File: config.mk
export PLATFORM = sky130hd
export DESIGN_NAME = bfx_unit
export DESIGN_NICKNAME = d
export VERILOG_FILES = /design/src/rtl/bfx_pkg.sv /design/src/rtl/bfx_decode.sv /design/src/rtl/bfx_window.sv /design/src/rtl/bfx_shifter.sv /design/src/rtl/bfx_unit.sv
export SDC_FILE = /design/constraint.sdc
export NUM_CORES = 1
export LEC_CHECK = 0
export BUFFER_PORTS_ARGS = -buffer_cell sky130_fd_sc_hd__clkbuf_2
export CELL_PAD_IN_SITES_DETAIL_PLACEMENT = 1
export CELL_PAD_IN_SITES_GLOBAL_PLACEMENT = 2
export CORE_ASPECT_RATIO = 0.8
export CORE_UTILIZATION = 33
export DETAILED_ROUTE_END_ITERATION = 12
export PLACE_DENSITY = 0.9
export REMOVE_ABC_BUFFERS = 1
export SLEW_MARGIN = 30
export SYNTH_ARGS = -nofsm -noshare
export SYNTH_HDL_FRONTEND = slang
export SYNTH_SLANG_ARGS = --single-unit
File: constraint.sdc
create_clock -name clk -period 0.8 [get_ports clk]
set_input_delay 0.08 -clock clk [delete_from_list [all_inputs] [get_ports clk]]
set_output_delay 0.08 -clock clk [all_outputs]
set_load 0.02 [all_outputs]
File: src/rtl/bfx_pkg.sv
package bfx_pkg;

  localparam int FLAG_N = 6;

  // bit positions inside the flags_known mask
  typedef enum logic [2:0] {
    FL_ZERO  = 3'd0,
    FL_CARRY = 3'd1,
    FL_OVF   = 3'd2,
    FL_SIGN  = 3'd3,
    FL_AUX   = 3'd4,
    FL_PAR   = 3'd5
  } flag_pos_e;

  function automatic logic [FLAG_N-1:0] defined_flags();
    logic [FLAG_N-1:0] m;
    m = '0;
    m[FL_ZERO]  = 1'b1;
    m[FL_CARRY] = 1'b1;
    m[FL_OVF]   = 1'b1;
    return m;
  endfunction

endpackage

File: src/rtl/bfx_decode.sv
module bfx_decode #(
  parameter int DATA_W   = 64,
  parameter int NARROW_W = 32,
  parameter int FIELD_W  = 8,
  parameter int CNT_W    = 9
) (
  input  logic [DATA_W-1:0]  ctrl,
  input  logic               long_mode,
  input  logic               wide_op,
  input  logic               vlen,
  input  logic               legacy_mode,
  output logic [FIELD_W-1:0] start,
  output logic [FIELD_W-1:0] len,
  output logic               wide_sel,
  output logic [CNT_W-1:0]   op_width,
  output logic               illegal
);
  localparam int CTRL_USED = 2 * FIELD_W;

  logic [DATA_W-CTRL_USED-1:0] ctrl_unused_hi;

  assign start          = ctrl[FIELD_W-1:0];
  assign len            = ctrl[CTRL_USED-1:FIELD_W];
  assign ctrl_unused_hi = ctrl[DATA_W-1:CTRL_USED];

  assign wide_sel = long_mode & wide_op;
  assign op_width = wide_sel ? CNT_W'(DATA_W) : CNT_W'(NARROW_W);
  assign illegal  = vlen | legacy_mode;

endmodule

File: src/rtl/bfx_window.sv
module bfx_window #(
  parameter int DATA_W  = 64,
  parameter int FIELD_W = 8,
  parameter int CNT_W   = 9
) (
  input  logic [FIELD_W-1:0] start,
  input  logic [FIELD_W-1:0] len,
  input  logic [CNT_W-1:0]   op_width,
  output logic               start_oob,
  output logic [CNT_W-1:0]   eff_len,
  output logic [DATA_W-1:0]  field_mask
);
  function automatic logic [CNT_W-1:0] room_left(input logic [CNT_W-1:0] w,
                                                 input logic [CNT_W-1:0] s);
    return (s >= w) ? '0 : (w - s);
  endfunction

  function automatic logic [CNT_W-1:0] sat_min(input logic [CNT_W-1:0] a,
                                               input logic [CNT_W-1:0] b);
    return (a < b) ? a : b;
  endfunction

  logic [CNT_W-1:0] start_ext;
  logic [CNT_W-1:0] len_ext;
  logic [CNT_W-1:0] room;

  assign start_ext = CNT_W'(start);
  assign len_ext   = CNT_W'(len);
  assign start_oob = (start_ext >= op_width);
  assign room      = room_left(op_width, start_ext);
  assign eff_len   = sat_min(len_ext, room);

  for (genvar i = 0; i < DATA_W; i++) begin : g_mask
    assign field_mask[i] = (CNT_W'(i) < eff_len);
  end

endmodule

File: src/rtl/bfx_shifter.sv
module bfx_shifter #(
  parameter int DATA_W   = 64,
  parameter int NARROW_W = 32,
  parameter int FIELD_W  = 8
) (
  input  logic [DATA_W-1:0]  src,
  input  logic               wide_sel,
  input  logic [FIELD_W-1:0] start,
  output logic [DATA_W-1:0]  shifted
);
  localparam int STAGES = $clog2(DATA_W);

  logic [DATA_W-1:0] trimmed;
  logic [DATA_W-1:0] stage [STAGES+1];

  if (NARROW_W < DATA_W) begin : g_trim
    assign trimmed = wide_sel ? src
                              : {{(DATA_W-NARROW_W){1'b0}}, src[NARROW_W-1:0]};
  end else begin : g_notrim
    logic wide_unused;
    assign wide_unused = wide_sel;
    assign trimmed     = src;
  end

  assign stage[0] = trimmed;
  for (genvar s = 0; s < STAGES; s++) begin : g_stage
    assign stage[s+1] = start[s] ? (stage[s] >> (2**s)) : stage[s];
  end

  if (FIELD_W > STAGES) begin : g_far
    assign shifted = (|start[FIELD_W-1:STAGES]) ? '0 : stage[STAGES];
  end else begin : g_near
    assign shifted = stage[STAGES];
  end

endmodule

File: src/rtl/bfx_unit.sv
module bfx_unit #(
  parameter int DATA_W   = 64,
  parameter int NARROW_W = 32,
  parameter int FIELD_W  = 8
) (
  input  logic                        clk,
  input  logic                        rst_n,
  input  logic                        in_valid,
  input  logic [DATA_W-1:0]           src,
  input  logic [DATA_W-1:0]           ctrl,
  input  logic                        long_mode,
  input  logic                        wide_op,
  input  logic                        vlen,
  input  logic                        legacy_mode,
  output logic                        out_valid,
  output logic [DATA_W-1:0]           result,
  output logic                        zero_flag,
  output logic                        carry_flag,
  output logic                        ovf_flag,
  output logic [bfx_pkg::FLAG_N-1:0]  flags_known,
  output logic                        ill_op
);
  import bfx_pkg::*;

  localparam int LG    = $clog2(DATA_W) + 1;
  localparam int CNT_W = (LG > FIELD_W) ? LG + 1 : FIELD_W + 1;

  logic [FIELD_W-1:0] start;
  logic [FIELD_W-1:0] len;
  logic               wide_sel;
  logic [CNT_W-1:0]   op_width;
  logic               illegal;
  logic               start_oob;
  logic [CNT_W-1:0]   eff_len;
  logic [DATA_W-1:0]  field_mask;
  logic [DATA_W-1:0]  shifted;
  logic [DATA_W-1:0]  field;
  logic               field_zero;
  logic               wide_q;

  bfx_decode #(.DATA_W(DATA_W), .NARROW_W(NARROW_W), .FIELD_W(FIELD_W), .CNT_W(CNT_W)) u_decode (
    .ctrl(ctrl), .long_mode(long_mode), .wide_op(wide_op), .vlen(vlen),
    .legacy_mode(legacy_mode), .start(start), .len(len), .wide_sel(wide_sel),
    .op_width(op_width), .illegal(illegal)
  );

  bfx_window #(.DATA_W(DATA_W), .FIELD_W(FIELD_W), .CNT_W(CNT_W)) u_window (
    .start(start), .len(len), .op_width(op_width), .start_oob(start_oob),
    .eff_len(eff_len), .field_mask(field_mask)
  );

  bfx_shifter #(.DATA_W(DATA_W), .NARROW_W(NARROW_W), .FIELD_W(FIELD_W)) u_shifter (
    .src(src), .wide_sel(wide_sel), .start(start), .shifted(shifted)
  );

  assign field      = shifted & field_mask;
  assign field_zero = (field == '0);

  always_ff @(posedge clk or negedge rst_n) begin
    if (!rst_n) begin
      out_valid   <= 1'b0;
      result      <= '0;
      zero_flag   <= 1'b0;
      carry_flag  <= 1'b0;
      ovf_flag    <= 1'b0;
      flags_known <= '0;
      ill_op      <= 1'b0;
      wide_q      <= 1'b0;
    end else begin
      out_valid <= in_valid;
      if (in_valid) begin
        carry_flag <= 1'b0;
        ovf_flag   <= 1'b0;
        wide_q     <= wide_sel & ~illegal;
        if (illegal) begin
          result      <= '0;
          zero_flag   <= 1'b0;
          flags_known <= '0;
          ill_op      <= 1'b1;
        end else begin
          result      <= field;
          zero_flag   <= field_zero;
          flags_known <= defined_flags();
          ill_op      <= 1'b0;
        end
      end
    end
  end

  // ---------------- assertions ----------------
  assert_valid_follow_R10: assert property (@(posedge clk) disable iff (!rst_n)
    in_valid |=> out_valid);
  assert_valid_drop_R10: assert property (@(posedge clk) disable iff (!rst_n)
    !in_valid |=> !out_valid);
  assert_hold_R10: assert property (@(posedge clk) disable iff (!rst_n)
    !in_valid |=> ($stable(result) && $stable(ill_op) && $stable(flags_known)));
  assert_zero_flag_R7: assert property (@(posedge clk) disable iff (!rst_n)
    (out_valid && !ill_op) |-> ((zero_flag == (result == '0)) && !carry_flag && !ovf_flag));
  assert_known_mask_R8: assert property (@(posedge clk) disable iff (!rst_n)
    (out_valid && !ill_op) |-> (flags_known == 6'b000111));
  assert_narrow_upper_R3: assert property (@(posedge clk) disable iff (!rst_n)
    (out_valid && !wide_q) |-> (result[DATA_W-1:NARROW_W] == '0));
  assert_oob_empty_R4: assert property (@(posedge clk) disable iff (!rst_n)
    (in_valid && start_oob) |-> (eff_len == '0));
  assert_len_cap_R6: assert property (@(posedge clk) disable iff (!rst_n)
    (in_valid && !start_oob) |-> (eff_len <= (op_width - CNT_W'(start))));
  assert_mask_count_R2: assert property (@(posedge clk) disable iff (!rst_n)
    in_valid |-> ($countones(field_mask) == int'(eff_len)));
  assert_illegal_quiet_R9: assert property (@(posedge clk) disable iff (!rst_n)
    (out_valid && ill_op) |-> ((result == '0) && (flags_known == '0) && !zero_flag));

endmodule

==> Flow_metrics.wiki, run 1 <==
{| class="wikitable"
! Metric !! Value
|-
| Boundary Pins || 210
|-
| Biggest area contributors in the synthesized netlist || sky130_fd_sc_hd__dfrtp_1, sky130_fd_sc_hd__mux4_2, sky130_fd_sc_hd__mux2i_1
|-
| Ranking of synthesized cells by instance count || sky130_fd_sc_hd__nand2_1, sky130_fd_sc_hd__nor2_1, sky130_fd_sc_hd__mux2i_1, sky130_fd_sc_hd__dfrtp_1, sky130_fd_sc_hd__a21oi_1
|-
| Final weighted congestion in routability-driven placement || about 1.1
|-
| Share of synthesized area occupied by flip-flops and latches || a little under a fifth
|-
| Most instantiated library cell after synthesis || sky130_fd_sc_hd__nand2_1
|-
| First error in the log || [ERROR GRT-0232] Routing congestion too high. Check the congestion heatmap in the GUI.
|-
| Cell accounting for the most synthesized area || sky130_fd_sc_hd__dfrtp_1
|-
| Area share of the largest cell type after synthesis || between 10% and 20%
|-
| Total number of clock tree sinks || 68
|-
| Starting Density || roughly a third
|-
| Number of flops mapped to enable cells by yosys || 0
|-
| Sum of overflow across all layers after global routing || 27
|-
| Synthesized netlist cell count || between 1000 and 1500
|-
| Count of unique library cells instantiated by Yosys || just under 90
|-
| Category of the worst endpoint || register input
|-
| YS warnings || 0
|-
| Endpoint with the least setup slack after the last global-route repair || zero_flag$_DFFE_PN0P_/D
|-
| FF+latch count, synth || 68
|-
| Result of the run || stopped before the end
|-
| Global Route Usage Sum || around two thirds
|-
| Longest Clk Path Bufs || 2
|-
| Detailed Place HPWL || 39100 µm
|-
| Netlist Area Pre-Place || approximately 0.0093 mm²
|-
| Commonest register cell after synthesis || sky130_fd_sc_hd__dfrtp_1
|-
| Vert. Die Dim || 152 µm
|-
| Fail Step || 5_1_grt
|-
| Cts bufs inserted || 9
|-
| Largest net degree at the start of global routing || 80
|-
| Root cell of the clock tree || sky130_fd_sc_hd__clkbuf_16
|-
| Standard-cell row count || 54
|-
| Die X-Extent || approximately 190 µm
|-
| CTS H-tree depth || 3
|-
| Synth async-reset ratio || 100%
|-
| Buffers added on ports || ~160
|-
| Synthesized area per cell || 8.25 µm²
|}
[through the flow]
stage	hold WS [ns]	worst slack, ns	std cells	TNS [ns]	instance area [µm²]
detailed placement	0.130	-4.71	1968	-241.90	13200
floorplan	-0.216	-5.12	1030	-264.83	8830
global placement	0.118	-4.33	1968	-229.76	13200
CTS	0.107	-3.68	2069	-205.53	15700
[cell families after synthesis]
family / count (synthesis) / share of synthesized area [%]
DFF: 68 / 18.3
other: 2 / 0.0806
xor gates and xnor gates: 4 / 0.376
and+or+nand+nor: 392 / 20.4
AOI/OAI and AO/OA: 352 / 27.6
buffers and inverters: 127 / 6.29
muxes: 174 / 25.6
adders and majority gates: 10 / 1.34
[repair_timing]
item | 4_1_cts
hold buffers | 1
gates cloned | 2
endpoints found under the setup margin | 135
endpoints found under the hold margin | 68
pin swaps | 62
setup buffers | 87
gates resized for setup | 312
[metal layers]
| metal | GRT overflow | global-route usage [%] |
|---|---|---|
| met1 | 0 | 69.3 |
| met2 | 13 | 82.8 |
| met3 | 1 | 55.2 |
| met4 | 13 | 64.3 |
| met5 | 0 | 23.7 |
==> inputs of run 2 (changes only) <==
--- a/config.mk
+++ b/config.mk
@@ -6,12 +6,9 @@
 export NUM_CORES = 1
 export LEC_CHECK = 0
 export BUFFER_PORTS_ARGS = -buffer_cell sky130_fd_sc_hd__clkbuf_2
-export CELL_PAD_IN_SITES_DETAIL_PLACEMENT = 1
-export CELL_PAD_IN_SITES_GLOBAL_PLACEMENT = 2
-export CORE_ASPECT_RATIO = 0.8
-export CORE_UTILIZATION = 33
+export CORE_UTILIZATION = 25
 export DETAILED_ROUTE_END_ITERATION = 12
-export PLACE_DENSITY = 0.9
+export PLACE_DENSITY_LB_ADDON = 0.15
 export REMOVE_ABC_BUFFERS = 1
 export SLEW_MARGIN = 30
 export SYNTH_ARGS = -nofsm -noshare
==> Flow_metrics.wiki, run 2 <==
{| class="wikitable"
! Metric !! Value
|-
| Sum Neg Setup Slack || -203.28 ns
|-
| Kind of end point of the critical path || flip-flop
|-
| Share of the clock period used by the worst path || 554%
|-
| CP Data Required Time || between 1 and 1.5 ns
|-
| Max-Slew Margin vs Limit || 38.7%
|-
| Kind of launch point of the worst setup path || input port
|-
| Netlist Area Pre-Place || 0.00932 mm² (unchanged)
|-
| Core area || between 0.03 and 0.04 mm²
|-
| Final Skew || 0 ns
|-
| YS warnings || 0 (unchanged)
|-
| Number of max-slew violations in the final report || 0
|-
| Leakage power || 0.00744 µW
|-
| Synthesized area per cell || 8.25 µm² (unchanged)
|-
| Vert. Die Dim || 195 µm (+28%)
|-
| Clock network power share || between 20% and 30%
|-
| Global Route Usage Sum || 25.7%
|-
| Final Net Count || roughly 1900
|-
| Maximum clock rate || about 0.23 GHz
|-
| FF+latch count, synth || 68 (unchanged)
|-
| Clock tree from TritonCTS || yes
|-
| Clock insertion delay at the later pin of the skew report || about 0.33 ns
|-
| Fraction of final layout cells with drive strength greater than 1 || 57.6%
|-
| Most instantiated library cell after synthesis || sky130_fd_sc_hd__nand2_1
|-
| Biggest area contributors in the synthesized netlist || sky130_fd_sc_hd__dfrtp_1, sky130_fd_sc_hd__mux4_2, sky130_fd_sc_hd__mux2i_1
|-
| Detailed Place HPWL || 39800 µm (+1.8%)
|-
| Drc violations || 0
|-
| Placed inst area || 0.0137 mm² (+3.4%)
|-
| Vias in the first global route || between 10000 and 15000
|-
| Count of unique library cells instantiated by Yosys || 88 (unchanged)
|-
| Longest Clk Path Bufs || 2 (unchanged)
|-
| Number of violations reported at the end of detailed-routing iteration 0 || 1187
|-
| Largest net degree at the start of global routing || slightly above 60
|-
| Boundary Pins || 210 (unchanged)
|-
| Biggest register || result
|-
| Share of synthesized area occupied by flip-flops and latches || 18.3% (unchanged)
|-
| Total number of clock tree sinks || 68 (unchanged)
|-
| Cts bufs inserted || 9 (unchanged)
|-
| Number of diodes || 0
|-
| Number of hold violations in the final report || 0
|-
| Sw frac || 38.5%
|-
| Violated checks || negative setup slack
|-
| Utilization after layout || 46.3%
|-
| Ranking of synthesized cells by instance count || sky130_fd_sc_hd__nand2_1, sky130_fd_sc_hd__nor2_1, sky130_fd_sc_hd__mux2i_1, sky130_fd_sc_hd__dfrtp_1, sky130_fd_sc_hd__a21oi_1
|-
| Shortest period the worst path allows || between 4 and 5 ns
|-
| Final weighted congestion in routability-driven placement || 0.948 (-15%)
|-
| Maximum fanout encountered on the critical timing path || 8
|-
| Buffers added on ports || 156 (unchanged)
|-
| Number of flops mapped to enable cells by yosys || 0 (unchanged)
|-
| Power share of the sequential group || 20.2%
|-
| Register-to-Register Path Depth || 3
|-
| Final worst slack || -3.63 ns
|-
| Final-layout fill cell count || between 3000 and 4000
|-
| Total internal power || approximately 11000 µW
|-
| Final Non-Filler Cells || 2224
|-
| Worst IR drop on VDD || ~1000 µV
|-
| Cell accounting for the most synthesized area || sky130_fd_sc_hd__dfrtp_1
|-
| Dpl cells || 2113 (+7.4%)
|-
| Post-route cell area || about 0.017 mm²
|-
| Area share of the largest cell type after synthesis || 18.3% (unchanged)
|-
| Area growth syn-to-layout || 82.0%
|-
| Critical Setup Path Class || in -> reg
|-
| CTS H-tree depth || 3 (unchanged)
|-
| Count of vias placed by the detailed router || roughly 12000
|-
| Synthesized netlist cell count || 1129 (unchanged)
|-
| Sum of overflow across all layers after global routing || 0
|-
| Cell count of the worst hold path || 2
|-
| Ratio of routed vias to standard cells || 5.49
|-
| Setup Viol. Count Final || 136
|-
| Standard-cell row count || 70 (+30%)
|-
| Power per standard cell area || between 1000 and 1500 mW/mm²
|-
| Antenna violations before repair || 0
|-
| Setup repair after global routing missed its margin || yes
|-
| Commonest register cell after synthesis || sky130_fd_sc_hd__dfrtp_1
|-
| Slew at the pin with the worst max-slew slack || 0.920 ns
|-
| First-pass GRT wire length || around 75000 µm
|-
| Mean routed wirelength per cell || 23.1 µm
|-
| Remaining number of nets flagged by the antenna check after routing || 0
|-
| Starting Density || 25.4% (-8.4 points)
|-
| Result of the run || finished, violations left
|-
| Clock transition at path regs || around 0.060 ns
|-
| Final wirelength || 51300 µm
|-
| Type of the tightest min-delay check || in -> reg
|-
| Net switching power || approximately 6700 µW
|-
| Root cell of the clock tree || sky130_fd_sc_hd__clkbuf_16
|-
| Full die area || 0.0380 mm²
|-
| Number of flip-flops under the largest register name || 64
|-
| First-pass DRT Iterations || 5
|-
| Critical path data arrival time || around 4.7 ns
|-
| Max-Cap Viols || 0
|-
| Die X-Extent || 195 µm (+2.7%)
|-
| Gate power share || between 50 and 60%
|-
| Highest-count cells in the layout ignoring fill and taps || sky130_fd_sc_hd__buf_4, sky130_fd_sc_hd__buf_6, sky130_fd_sc_hd__nand2_1, sky130_fd_sc_hd__nor2_1
|-
| Synth async-reset ratio || 100% (unchanged)
|-
| Most common cell after layout, fill and taps aside || sky130_fd_sc_hd__buf_4
|}
run 2: cell counts after synthesis:
No cell type changed its count.
run 2: metrics by stage:
stage / hold slack, ns / total power [µW] / setup WS (ns)
global route: 0.0854 / 18200 / -3.72
floorplan: -0.216 / 6850 / -5.12
finish: 0.0884 / 17400 / -3.63
CTS: 0.0720 / 16200 / -3.55
global placement: -0.000154 / 11500 / -4.40
detailed placement: -0.00514 / 11400 / -4.50
run 2: kinds of logic (layout without fill, tap and decap cells):
logic type | after synthesis | count (layout) | synth area share [%]
compound gates | 352 | 353 | 27.6
xor+xnor | 4 | 4 | 0.376
fa+ha+maj | 10 | 10 | 1.34
buf+inv | 127 | 749 | 6.29
flops | 68 | 68 | 18.3
mux | 174 | 174 | 25.6
other cells | 2 | 6 | 0.0806
simple gates | 392 | 392 | 20.4
run 2: power groups by stage:
stage               Combinational [µW]  Sequential, µW  Clock, µW
finish                            9850            3520       4020
floorplan                         3230            3620          0
global route                     10400            3520       4250
detailed placement                7830            3570          0
CTS                               8570            3510       4130
global placement                  7890            3570          0
run 2: metal layers:
layer	vias to the layer above	global-route usage, %	wire length [µm]
li1	5655	-	-
met1	6064	37.1	23900
met2	423	40.4	23700
met3	67	3.01	2540
met4	0	7.00	1190
met5	-	0	0
run 2: cell type report:
cell class / count / area [µm²] / area share (%)
Clock inverter: 4 / 48.8 / 0.288
Clock buffer: 12 / 246 / 1.45
Tap cell: 468 / 586 / 3.45
Inverter: 24 / 91.3 / 0.539
Timing Repair Buffer: 709 / 5760 / 34.0
Multi-Input combinational cell: 939 / 8520 / 50.3
Sequential cell: 68 / 1700 / 10.0
run 2: critical path: stages:
cell,delay (ns)
sky130_fd_sc_hd__buf_6,0.09
sky130_fd_sc_hd__and2_4,0.17
sky130_fd_sc_hd__buf_6,0.12
sky130_fd_sc_hd__ha_4,0.26
sky130_fd_sc_hd__and4bb_2,0.27
sky130_fd_sc_hd__nand2_2,0.09
sky130_fd_sc_hd__o311a_4,0.40
sky130_fd_sc_hd__ha_4,0.28
sky130_fd_sc_hd__nand3_2,0.08
sky130_fd_sc_hd__or3_4,0.35
sky130_fd_sc_hd__a41o_4,0.27
sky130_fd_sc_hd__a21o_4,0.26
sky130_fd_sc_hd__buf_4,0.15
sky130_fd_sc_hd__buf_6,0.10
sky130_fd_sc_hd__o31ai_1,0.24
sky130_fd_sc_hd__buf_4,0.17
sky130_fd_sc_hd__a2111o_1,0.16
sky130_fd_sc_hd__nand4_1,0.10
sky130_fd_sc_hd__nand4bb_1,0.23
sky130_fd_sc_hd__or4_4,0.56
sky130_fd_sc_hd__o41ai_2,0.20
run 2: path summary, 6_finish.rpt:
kind / end / slack, ns / startpoint
setup / recovery: zero_flag / -3.63 / wide_op
hold / removal: out_valid / 0.09 / in_valid
setup reg to reg: result[26] / -0.13 / result[26]
hold reg to reg: result[63] / 0.51 / result[63]
max in group asynchronous: result[19] / 0.11 / rst_n
min in group asynchronous: out_valid / 0.19 / rst_n
run 2: repair_timing:
action,in CTS,in global routing
gates resized for setup,147,423
setup buffers,30,88
setup endpoints to repair,135,136
hold endpoints to repair,68,0
pin swaps,29,57
cloned,2,0
hold buffers,1,0
Power figures use the tool's default switching activity.
==> inputs of run 3 (changes only) <==
--- a/config.mk
+++ b/config.mk
@@ -10,6 +10,7 @@
 export DETAILED_ROUTE_END_ITERATION = 12
 export PLACE_DENSITY_LB_ADDON = 0.15
 export REMOVE_ABC_BUFFERS = 1
+export SETUP_SLACK_MARGIN = 0.5
 export SLEW_MARGIN = 30
 export SYNTH_ARGS = -nofsm -noshare
 export SYNTH_HDL_FRONTEND = slang
==> Flow_metrics.wiki, run 3 (synthesized netlist as in run 2, its figures left out) <==
{| class="wikitable"
! Metric !! Value
|-
| Result of the run || finished, violations left
|-
| Violated checks || negative hold slack, negative setup slack
|-
| Maximum fanout encountered on the critical timing path || 8 (unchanged)
|-
| Worst path max stage delay || 0.56 ns (about the same)
|-
| Vias in the first global route || 11558 (-1.9%)
|-
| Worst Setup Slack post-DPL || -4.50 ns (unchanged)
|-
| Final worst slack || -3.65 ns (-0.0201 ns)
|-
| Global Route Usage Sum || 25.5% (-0.23 points)
|-
| Highest-count cells in the layout ignoring fill and taps || sky130_fd_sc_hd__buf_4, sky130_fd_sc_hd__buf_6, sky130_fd_sc_hd__nand2_1, sky130_fd_sc_hd__nor2_1, sky130_fd_sc_hd__mux2i_1
|-
| Worst IR drop on VDD || 1040 µV (-0.18%)
|-
| Critical path data arrival time || 4.69 ns (+0.02 ns)
|-
| Starting Density || 25.4% (unchanged)
|-
| First-pass GRT wire length || 74300 µm (-0.39%)
|-
| Max-Cap Viols || 0 (unchanged)
|-
| Final Net Count || 1899 (+0.16%)
|-
| Largest net degree at the start of global routing || 61 (unchanged)
|-
| Ratio of routed vias to standard cells || 5.47 (-0.41%)
|-
| Die X-Extent || 195 µm (unchanged)
|-
| Power per standard cell area || 1040 mW/mm² (+1.1%)
|-
| Number of violations reported at the end of detailed-routing iteration 0 || 1058 (-11%)
|-
| Total number of clock tree sinks || 68 (unchanged)
|-
| Boundary Pins || 210 (unchanged)
|-
| Shortest period the worst path allows || 4.45 ns (+0.0201 ns)
|-
| Family with the most delay on the worst path || simple AND/OR/NAND/NOR gates
|-
| Cts bufs inserted || 9 (unchanged)
|-
| Final weighted congestion in routability-driven placement || 0.948 (unchanged)
|-
| CP Buf/Inv Count || 4 (-1)
|-
| Worst path cell trace || buf_6, and2_4, buf_6, ha_4, buf_4, nor4bb_2, mux2i_1, o311a_4, ha_4, nand3_2, or3_4, a41o_4, buf_4, a211oi_1, a21oi_4, nor2_4, a2111o_1, nand4_1, nand4bb_1, or4_4, o41ai_2
|-
| CTS H-tree depth || 3 (unchanged)
|-
| Clock tree from TritonCTS || yes
|-
| Setup Viol. Count Final || 136 (unchanged)
|-
| Critical Setup Path Class || in -> reg
|-
| Kind of launch point of the worst setup path || input port
|-
| Maximum clock rate || 0.225 GHz (-0.45%)
|-
| Sum of overflow across all layers after global routing || 0 (unchanged)
|-
| Longest Clk Path Bufs || 2 (unchanged)
|-
| Buffers added on ports || 156 (unchanged)
|-
| Master of the slowest instance on the critical path || sky130_fd_sc_hd__or4_4
|-
| Kind of end point of the critical path || flip-flop
|-
| Core area || 0.0366 mm² (unchanged)
|-
| Final Non-Filler Cells || 2227 (+0.13%)
|-
| Max-Slew Margin vs Limit || 42.1% (+3.4 points)
|-
| Share of the clock period used by the worst path || 556% (+2.5 points)
|-
| CP Data Required Time || 1.03 ns (about the same)
|-
| Drc violations || 0 (unchanged)
|-
| Number of hold violations in the final report || 68 (+68)
|-
| Setup repair after global routing missed its margin || yes
|-
| Standard-cell row count || 70 (unchanged)
|-
| Root cell of the clock tree || sky130_fd_sc_hd__clkbuf_16
|-
| Area growth syn-to-layout || 81.6%
|-
| Slew at the pin with the worst max-slew slack || 0.869 ns (-0.0508 ns)
|-
| Count of vias placed by the detailed router || 12175 (-0.28%)
|-
| Biggest register || result
|-
| Dpl cells || 2113 (unchanged)
|-
| Clock insertion delay at the later pin of the skew report || 0.33 ns (about the same)
|-
| Vert. Die Dim || 195 µm (unchanged)
|-
| Most common cell after layout, fill and taps aside || sky130_fd_sc_hd__buf_4
|-
| Final-layout fill cell count || 3603 (+0.36%)
|-
| Final wirelength || 51200 µm (-0.22%)
|-
| Final Skew || 0 ns (unchanged)
|-
| Mean routed wirelength per cell || 23.0 µm (-0.36%)
|-
| Number of max-slew violations in the final report || 0 (unchanged)
|-
| Clock transition at path regs || 0.06 ns (about the same)
|-
| Leakage power || 0.00747 µW (+0.38%)
|-
| Antenna violations before repair || 0 (unchanged)
|-
| Remaining number of nets flagged by the antenna check after routing || 0 (unchanged)
|-
| First-pass DRT Iterations || 5 (unchanged)
|-
| Full die area || 0.0380 mm² (unchanged)
|-
| Number of flip-flops under the largest register name || 64 (unchanged)
|-
| Worst hold margin || -0.356 ns (-0.444 ns)
|-
| Number of diodes || 0 (unchanged)
|-
| Detailed Place HPWL || 39800 µm (unchanged)
|-
| Fraction of final layout cells with drive strength greater than 1 || 57.2% (-0.33 points)
|-
| Type of the tightest min-delay check || in -> async
|}
[run 3: cell count changes in the layout (fill, tap and decap cells not counted), sizes merged]
cell	previous run	this run
clkbuf	92	93
buf	628	631
dlygate4sd3	1	0
[run 3: where the power goes]
group	internal (µW)	switching, µW
Clock	2500	1520
Combinational	4910	5100
Sequential	3480	37.2
Total	10900	6660
[run 3: area by class of cell]
| class | instances | area (µm²) | share of cell area [%] |
|---|---|---|---|
| multi-input combinational | 939 | 8340 | 49.3 |
| timing repair buffer | 712 | 5910 | 34.9 |
| sequential | 68 | 1700 | 10.1 |
| tap | 468 | 586 | 3.46 |
| clock buffer | 12 | 246 | 1.46 |
| inverter | 24 | 91.3 | 0.540 |
| clock inverter | 4 | 48.8 | 0.288 |
[run 3: repair_timing]
action,CTS,global route
pin swaps,21,67
hold endpoints to repair,68,58
gates resized for setup,59,505
buffers inserted,17,78
gates cloned,2,1
setup endpoints to repair,137,137
[run 3: metal layers]
metal	GRT usage (%)	vias up	share of wire, %
met5	0	-	0
met4	5.07	0	2.3
met3	1.73	70	5.0
met2	40.5	435	46
met1	37.8	6006	47
li1	-	5664	-
[run 3: path summary, 6_finish.rpt]
path,slack (ns),end,cells past startpoint,start
max in group asynchronous,0.66,result[53],2,rst_n
worst min register to register,0.52,result[20],1,result[20]
worst max-delay path,-3.65,zero_flag,21,wide_op
worst max register to register,-0.11,result[26],3,result[26]
worst min-delay path,-0.36,out_valid,1,rst_n
min in group clk,0.08,out_valid,2,in_valid
[run 3: metrics by stage]
step           util [%]  TNS [ns]  instance area [µm²]  power (µW)  hold WS, ns
2_1_floorplan         -   -264.83                 8830        6850       -0.216
3_3_place_gp       37.4   -233.34                13700       11500    -0.000154
3_5_place_dp       37.4   -234.05                13700       11400     -0.00514
4_1_cts            39.3   -207.01                14400       15900       -0.367
5_1_grt            46.2   -214.78                16900       18300       -0.356
6_report           46.2   -205.22                16900       17500       -0.356
